**src/rtl/busstrobe_pkg.sv**
```systemverilog
package busstrobe_pkg;
  // six states per machine cycle; latch and fetch windows are tied to this
  localparam int STATES = 6;

  typedef struct packed {
    logic fetch;
    logic data;
    logic off;
  } cyc_flags_t;

  typedef struct packed {
    logic dmove;
    logic tread;
    logic idle;
    logic pdown;
    logic emu;
  } mode_flags_t;
endpackage

```
**src/rtl/busstrobe_timebase.sv**
```systemverilog
module busstrobe_timebase
  import busstrobe_pkg::*;
#(
  parameter int PHASES = 2,
  localparam int ST_W = $clog2(STATES),
  localparam int PH_W = (PHASES > 1) ? $clog2(PHASES) : 1
) (
  input  logic            clk,
  input  logic            rst_n,
  output logic [ST_W-1:0] state_idx,
  output logic [PH_W-1:0] phase_idx,
  output logic            cyc_end
);
  logic [ST_W-1:0] state_nx;
  logic [PH_W-1:0] phase_nx;
  logic            last_ph;

  always_comb begin
    last_ph  = (phase_idx == PH_W'(PHASES - 1));
    cyc_end  = last_ph && (state_idx == ST_W'(STATES - 1));
    phase_nx = last_ph ? '0 : phase_idx + 1'b1;
    state_nx = state_idx;
    if (last_ph) begin
      state_nx = cyc_end ? '0 : state_idx + 1'b1;
    end
  end

  always_ff @(posedge clk or negedge rst_n) begin
    if (!rst_n) begin
      state_idx <= '0;
      phase_idx <= '0;
    end else begin
      state_idx <= state_nx;
      phase_idx <= phase_nx;
    end
  end
endmodule

```
**src/rtl/busstrobe_cycle_ctl.sv**
```systemverilog
module busstrobe_cycle_ctl
  import busstrobe_pkg::*;
(
  input  logic        clk,
  input  logic        rst_n,
  input  logic        cyc_end,
  input  cyc_flags_t  cyc_in,
  input  mode_flags_t mode_in,
  output cyc_flags_t  cyc_q,
  output mode_flags_t mode_q
);
  cyc_flags_t cyc_nx;

  // per-cycle requests are taken only at the machine-cycle boundary
  always_comb begin
    cyc_nx = cyc_q;
    if (cyc_end) begin
      cyc_nx = cyc_in;
    end
  end

  always_ff @(posedge clk or negedge rst_n) begin
    if (!rst_n) begin
      cyc_q  <= '0;
      mode_q <= '0;
    end else begin
      cyc_q  <= cyc_nx;
      mode_q <= mode_in;
    end
  end
endmodule

```
**src/rtl/busstrobe_decode.sv**
```systemverilog
module busstrobe_decode
  import busstrobe_pkg::*;
#(
  parameter int PHASES = 2,
  localparam int ST_W = $clog2(STATES),
  localparam int PH_W = (PHASES > 1) ? $clog2(PHASES) : 1,
  localparam int HALVES = 2,
  localparam int HALF_ST = STATES / HALVES
) (
  input  logic [ST_W-1:0] state_idx,
  input  logic [PH_W-1:0] phase_idx,
  input  cyc_flags_t      cyc_q,
  input  mode_flags_t     mode_q,
  output logic            addr_latch,
  output logic            fetch_rd_n,
  output logic            latch_pin_pullup
);
  logic [HALVES-1:0] latch_win;
  logic [HALVES-1:0] fetch_win;

  // each half cycle: latch spans the last clock of its first state and the
  // first clock of its second state; fetch spans its third state
  for (genvar k = 0; k < HALVES; k++) begin : g_half
    assign latch_win[k] =
      ((state_idx == ST_W'(k * HALF_ST))     && (phase_idx == PH_W'(PHASES - 1))) ||
      ((state_idx == ST_W'(k * HALF_ST + 1)) && (phase_idx == '0));
    assign fetch_win[k] = (state_idx == ST_W'(k * HALF_ST + 2));
  end

  logic latch_run;
  logic fetch_run;
  logic off_eff;

  always_comb begin
    // a data cycle drops the first latch pulse and both fetch activations
    latch_run = latch_win[1] || (latch_win[0] && !cyc_q.data);
    fetch_run = (|fetch_win) && cyc_q.fetch && !cyc_q.data;
    off_eff   = cyc_q.off && !cyc_q.fetch && !mode_q.dmove && !mode_q.tread &&
                !mode_q.idle && !mode_q.pdown && !mode_q.emu;

    addr_latch       = latch_run;
    fetch_rd_n       = !fetch_run;
    latch_pin_pullup = 1'b0;
    if (mode_q.pdown) begin
      addr_latch = 1'b0;
      fetch_rd_n = 1'b0;
    end else if (mode_q.idle) begin
      addr_latch = 1'b1;
      fetch_rd_n = 1'b1;
    end else if (off_eff) begin
      addr_latch       = 1'b0;
      latch_pin_pullup = 1'b1;
    end
  end
endmodule

```
**src/rtl/busstrobe_gen.sv**
```systemverilog
module busstrobe_gen
  import busstrobe_pkg::*;
#(
  parameter int PHASES     = 2,
  parameter int RST_STAGES = 2,
  localparam int ST_W = $clog2(STATES),
  localparam int PH_W = (PHASES > 1) ? $clog2(PHASES) : 1
) (
  input  logic clk,
  input  logic rst_n,
  input  logic ext_fetch,
  input  logic ext_data,
  input  logic latch_off,
  input  logic data_move_op,
  input  logic table_read_op,
  input  logic idle_st,
  input  logic powerdown_st,
  input  logic emulate_st,
  output logic addr_latch,
  output logic fetch_rd_n,
  output logic latch_pin_pullup
);
  // reset: asserted asynchronously, released through a synchronizer
  logic [RST_STAGES-1:0] rst_pipe;
  logic                  rst_sync_n;

  always_ff @(posedge clk or negedge rst_n) begin
    if (!rst_n) begin
      rst_pipe <= '0;
    end else begin
      rst_pipe <= {rst_pipe[RST_STAGES-2:0], 1'b1};
    end
  end
  assign rst_sync_n = rst_pipe[RST_STAGES-1];

  logic [ST_W-1:0] state_idx;
  logic [PH_W-1:0] phase_idx;
  logic            cyc_end;
  cyc_flags_t      cyc_in, cyc_q;
  mode_flags_t     mode_in, mode_q;

  assign cyc_in  = '{fetch: ext_fetch, data: ext_data, off: latch_off};
  assign mode_in = '{dmove: data_move_op, tread: table_read_op, idle: idle_st,
                     pdown: powerdown_st, emu: emulate_st};

  busstrobe_timebase #(.PHASES(PHASES)) u_tb (
    .clk       (clk),
    .rst_n     (rst_sync_n),
    .state_idx (state_idx),
    .phase_idx (phase_idx),
    .cyc_end   (cyc_end)
  );

  busstrobe_cycle_ctl u_ctl (
    .clk     (clk),
    .rst_n   (rst_sync_n),
    .cyc_end (cyc_end),
    .cyc_in  (cyc_in),
    .mode_in (mode_in),
    .cyc_q   (cyc_q),
    .mode_q  (mode_q)
  );

  busstrobe_decode #(.PHASES(PHASES)) u_dec (
    .state_idx        (state_idx),
    .phase_idx        (phase_idx),
    .cyc_q            (cyc_q),
    .mode_q           (mode_q),
    .addr_latch       (addr_latch),
    .fetch_rd_n       (fetch_rd_n),
    .latch_pin_pullup (latch_pin_pullup)
  );
endmodule

```
**config.mk**
```make
export PLATFORM = sky130hd
export DESIGN_NAME = busstrobe_gen
export DESIGN_NICKNAME = d
export VERILOG_FILES = /design/src/rtl/busstrobe_pkg.sv /design/src/rtl/busstrobe_timebase.sv /design/src/rtl/busstrobe_cycle_ctl.sv /design/src/rtl/busstrobe_decode.sv /design/src/rtl/busstrobe_gen.sv
export SDC_FILE = /design/constraint.sdc
export NUM_CORES = 1
export LEC_CHECK = 0
export ABC_AREA = 1
export BUFFER_PORTS_ARGS = -buffer_cell sky130_fd_sc_hd__clkbuf_2
export CAP_MARGIN = 20
export CORE_MARGIN = 2
export CORE_UTILIZATION = 45
export CTS_BUF_LIST = sky130_fd_sc_hd__clkbuf_8
export DETAILED_ROUTE_END_ITERATION = 10
export PLACE_DENSITY = 0.66
export SYNTH_ARGS = -nofsm -noshare
export SYNTH_HDL_FRONTEND = slang
export SYNTH_SLANG_ARGS = --single-unit
```
**constraint.sdc**
```tcl
create_clock -name clk -period 2.5 [get_ports clk]
set_input_delay 0.5 -clock clk [delete_from_list [all_inputs] [get_ports clk]]
set_output_delay 0.5 -clock clk [all_outputs]
set_load 0.02 [all_outputs]
```
# == Word level (Yosys, flattened, before mapping) ==
# Cells that the tools add are included.
# classes
n_reduce_logical,27
mux,10
addsub,2
n_eq_ne,5
bitwise_logic,1
# ops
operator,count
1-bit logical AND,14
1-bit 2-to-1 mux,9
1-bit zero test,8
"3-bit by 2-bit == test with 1-bit output, second input constant",2
"3-bit == test, second input constant",2
"3-bit by 1-bit adder with 3-bit output, second input constant",1
"3-bit by 1-bit == test with 1-bit output, second input constant",1
3-bit zero test,1
1-bit logical OR,3
3-bit 2-to-1 mux,1
2-bit OR reduction,1
"1-bit adder, second input constant",1
1-bit inverter,1
# totals
wordCells,56
regBits,14
inputBits,10

# == Longest topological paths before layout ==
# depth
depth_word,10
ltp_mapped,8
depth_no_buf,8

# == By module ==
# Synthesis repeated with hierarchy kept, for this count alone.
# hier_totals
hier_cells,73
area_unflattened_um2,614.3
# modules_own_cells
mod,cells_each,area_per_inst_um2,seq_area_each_um2,instances
busstrobe_cycle_ctl,18,237.7,200.2,1
busstrobe_timebase,21,192.7,100.1,1
busstrobe_decode,31,130.1,0.0,1
busstrobe_gen,3,53.8,50.0,1

# == Worst setup path before layout ==
# No wires, ideal clock.
# synth_path
path_kind,register to output
start,reg u_tb.state_idx[0]
end,out fetch_rd_n
t_arrival_ps,1145
slack_ps,855
n_path_buf,0
required_ps,2000
path_stages_with_launch,5
path_cell_list,dfrtp_1 -> ha_1 -> nand2_1 -> nand2_1 -> a21oi_1
# synth_via
elab_chain_len,7
elab_cells_between_ends,8
# synth_rtl
item,line_no,rtl
"start, declared",busstrobe_timebase.sv:10,"output logic [ST_W-1:0] state_idx,"
"start signal, assigned",busstrobe_timebase.sv:33,state_idx <= state_nx;
3-bit by 2-bit == test with 1-bit output / 3-bit == test (equally long branches),busstrobe_decode.sv:27,assign fetch_win[k] = (state_idx == ST_W'(k * HALF_ST + 2));
2-bit OR reduction (*),busstrobe_decode.sv:37,fetch_run = (|fetch_win) && cyc_q.fetch && !cyc_q.data;
1-bit logical AND (*) (2 in series),busstrobe_decode.sv:37,
1-bit zero test (*),busstrobe_decode.sv:42,fetch_rd_n = !fetch_run;
1-bit 2-to-1 mux (*),busstrobe_decode.sv:47,end else if (mode_q.idle) begin
1-bit 2-to-1 mux (*),busstrobe_decode.sv:44,if (mode_q.pdown) begin
"end, declared",busstrobe_gen.sv:20,"output logic fetch_rd_n,"
# Every way passes the cells marked *; elsewhere a longest branch is shown, timed or not.

# == Worst setup path in the final report ==
# layout_path
start,reg u_tb.state_idx[0]
end,out addr_latch
# layout_via
elab_chain_len,8
elab_cells_between_ends,15
# layout_rtl
item,line_no,rtl
3-bit by 1-bit == test with 1-bit output / 3-bit zero test (equally long branches),"busstrobe_decode.sv:26, busstrobe_decode.sv:25",
1-bit logical AND (on tied branches),"busstrobe_decode.sv:26, busstrobe_decode.sv:25",
1-bit logical OR,busstrobe_decode.sv:25,((state_idx == ST_W'(k * HALF_ST)) && (phase_idx == PH_W'(PHASES - 1))) ||
1-bit logical AND,busstrobe_decode.sv:36,latch_run = latch_win[1] || (latch_win[0] && !cyc_q.data);
1-bit logical OR (*),busstrobe_decode.sv:36,
1-bit 2-to-1 mux (*),busstrobe_decode.sv:50,end else if (off_eff) begin
1-bit 2-to-1 mux (*),busstrobe_decode.sv:47,
1-bit 2-to-1 mux (*),busstrobe_decode.sv:44,
"end, declared",busstrobe_gen.sv:19,"output logic addr_latch,"
# Marks and branches as above.

==> reports/summary.md <==
The flow ran to the end, and the final reports show no timing, DRC or antenna violations. The logs give 0.00171 mm2 for the overall die area and 13 for the count of standard-cell rows. Startpoint kind of the worst setup timing path: a register.

The signal on the critical path passes through ha_1 > ha_1 > a21oi_1 > nand2_1 > nor2_1 > nor2_1 > clkbuf_2. The commonest cells after synthesis are 15 x sky130_fd_sc_hd__nand2_1, 14 x sky130_fd_sc_hd__dfrtp_1, 10 x sky130_fd_sc_hd__inv_1, 8 x sky130_fd_sc_hd__nor2_1, 5 x sky130_fd_sc_hd__ha_1. The required arrival time at the worst endpoint is 2000 ps, and the number of buffers created by CTS is 3. The peak per-stage delay on the critical path was 420 ps. For the level count of the clock H-tree, the log shows 1. Max-cap violations in this run came to 0. The maximum fanout along the worst path is 5.

The number of setup violations in the final report was 0; the count of cell instances traversed by the critical path was 7. Number of global-route vias before repair: 397. The clock net in this run drives a total of 14 sinks. Across all setup checks in the final design, the least slack found is 491 ps. Overall power consumption after layout is estimated at 475 uW.

Entering global routing, the biggest net connects 13 pins. Sorting the synthesized cells by area gives the leading types as sky130_fd_sc_hd__dfrtp_1 56%, sky130_fd_sc_hd__ha_1 9.9%, sky130_fd_sc_hd__nand2_1 8.9%, sky130_fd_sc_hd__inv_1 6.0%, sky130_fd_sc_hd__nor2_1 4.8%. In this run, distinct cell masters in the synthesized netlist total 14. Sequential cells were found to cover 55.7% of the synthesized design area. The cell depth of the worst flop-to-flop path came out at 5.

The tools report the initial antenna violation count as 0. Filler-free cell count of the finished design: 99. At the end of the flow, the number of nets in the layout was 100. The cell type with the largest total area after synthesis was sky130_fd_sc_hd__dfrtp_1. The global-route wire length before repair is 1610 um, and the wire length reported by the detailed router is 992 um. The detailed-routing iteration count for the pre-antenna-repair pass was 4. The category of the critical setup timing path was register to output port. Prior to clock tree synthesis, the placed netlist has a worst setup slack of 739 ps. The cell at the slowest stage of the critical path is sky130_fd_sc_hd__dfrtp_1. The synthesized area divided by synthesized cell count came out at 9.12 um2. The leading register cell type out of synthesis is sky130_fd_sc_hd__dfrtp_1. Data on the critical path arrives at its endpoint at 1510 ps. The tools report the worst-case clock skew as 2.30 ps. For the max-slew violation total from the final report, the log shows 0.

Dividing total power by cell area gives a power density of 632 mW/mm2. The number of enable flip-flop cells after synthesis was 0; the number of buffer cells added on primary ports was 12. The top cell type's share of synthesized area is 55.7%, and the initial core utilization is 48.4%. For this design the top-level I/O count stands at 13.

In this run, post-CTS hold repair placed 0 buffers. Across every metal layer, demand over resource in global routing totals 16.0%. For this run, the share of the core covered by cells in the final layout is 57.8%. Yosys printed 0 warnings. For this block, the via count after detailed routing is 460. Summed over all nets, the half-perimeter wirelength after detailed placement is 817 um.

For this run, the top clock speed supported by timing is 498 MHz. The buffers plus inverters on the worst setup path is 1, and the routed length per instance is 10.0 um. The number of antenna diodes in the final layout is 0. Counting every instance in the synthesized netlist gives 69.

In this run the worst hold path is classified as input port to asynchronous set/reset pin. The count of endpoints failing hold in the final timing report came out at 0. Relative to the synthesized area, the layout overhead comes to 19.5%.

The tree is rooted in a sky130_fd_sc_hd__clkbuf_8. The routability congestion estimate from global placement is 0.762. The clock latency at the later pin of the worst-skew pair came out at 240 ps.

After layout, the minimum clock period comes to 2010 ps. Family with the most delay on the worst path: flip-flops. No sink is reached through more buffers than the 2 on the longest clock path. Standard cell core area: 0.00130 mm2. The floorplan step set the die width to 41.4 um. For the total grt overflow, the log shows 0.

The logs give 0 for the number of cells upsized or downsized after cts and 95 for the number of placed instances, taps included. Summed over all cells, the static leakage comes to 0.000417 uW. By instance count, the leading cell after synthesis is sky130_fd_sc_hd__nand2_1.

Setup repair after global routing left no endpoint under its margin. The fraction of final layout cells sized beyond drive strength 1 works out to 23.8%. The run gives 0 as the number of buffers inserted to repair setup after CTS. After the first detailed-routing iteration, the DRC count stood at 9. The summed negative setup slack over all endpoints came out at 0 ps. TritonCTS built the clock tree. The type of destination of the critical path was an output port. Counting every net in the synthesized netlist gives 84. IR analysis of the VDD net gives a maximum drop of 0.468 mV. The post-route antenna net violation count is 0.

The via count normalized by instance count works out to 4.65. In this run the cell area of the synthesized design comes to 629 um2. After detailed routing, the number of remaining DRC violations is 0. The die height was 41.4 um; the async set-reset flop share out of synthesis was 100%. Clock-pin slew was measured on the worst setup and hold paths at 50 ps. Flip-flop and latch count after synthesis: 14.

Final clock period utilization by the worst path: 80.4%.
[path summary, 6_finish.rpt]
check / slack (ps) / to / from
max: 490 / addr_latch / u_tb.state_idx[0]
min: 30 / rst_pipe[1] / rst_n
max reg2reg: 1360 / u_ctl.cyc_q[2] / u_tb.state_idx[1]
min reg2reg: 180 / u_tb.phase_idx / rst_pipe[1]
max in group asynchronous: 2010 / u_ctl.mode_q[3] / rst_pipe[1]
min in group clk: 340 / rst_pipe[1] / rst_pipe[0]
[cell type report]
class	count	area [um2]
Inverter	13	48.8
Clock buffer	4	55.1
Multi-Input combinational cell	41	219
Tap cell	15	18.8
Timing Repair Buffer	12	60.1
Sequential cell	14	350
Fill cell	115	549
[cell families (layout without fill, tap and decap cells)]
logic type / after synthesis / count (layout) / share of synthesized area (%)
simple gates: 27 / 27 / 17.7
flops: 14 / 14 / 55.7
fa+ha+maj: 5 / 5 / 9.94
buf+inv: 14 / 29 / 9.54
compound gates: 8 / 8 / 6.56
other cells: 1 / 1 / 0.596
[per-stage QoR]
stage | hold WS (ps) | cell area [um2]
2_1_floorplan | 147 | 629
3_3_place_gp | 209 | 697
3_5_place_dp | 199 | 697
4_1_cts | 32.7 | 752
5_1_grt | 23.9 | 752
6_report | 31.3 | 752
[cells in the final DEF (no fill, tap or decap), drive strengths merged]
cell type  instances
clkbuf            16
nand2             15
dfrtp             14
inv               13
nor2               8
ha                 5
o21ai              4
a21oi              3
nand3              3
nor3               1
o22ai              1
conb               1
[metal layers]
| metal | vias to the layer above | part of all wire [%] | global-route usage (%) | wire length, um |
|---|---|---|---|---|
| li1 | 235 | - | - | - |
| met1 | 208 | 41 | 16.7 | 403 |
| met2 | 15 | 51 | 27.0 | 509 |
| met3 | 2 | 7.4 | 7.98 | 73 |
| met4 | 0 | 0.60 | 7.26 | 6 |
| met5 | - | 0 | 0 | 0 |
[where the power goes]
part	internal [uW]	leakage, uW	switching, uW	total (uW)
clock	139	0.0000288	73.3	213
combinational	10.3	0.000216	10.6	20.9
sequential	235	0.000173	6.90	242
[registers in the layout, indices dropped and copies added, names as in the netlist]
name            cells
rst_pipe            2
u_ctl.cyc_q         3
u_ctl.mode_q        5
u_tb.phase_idx      1
u_tb.state_idx      3
Power figures use the tool's default switching activity.
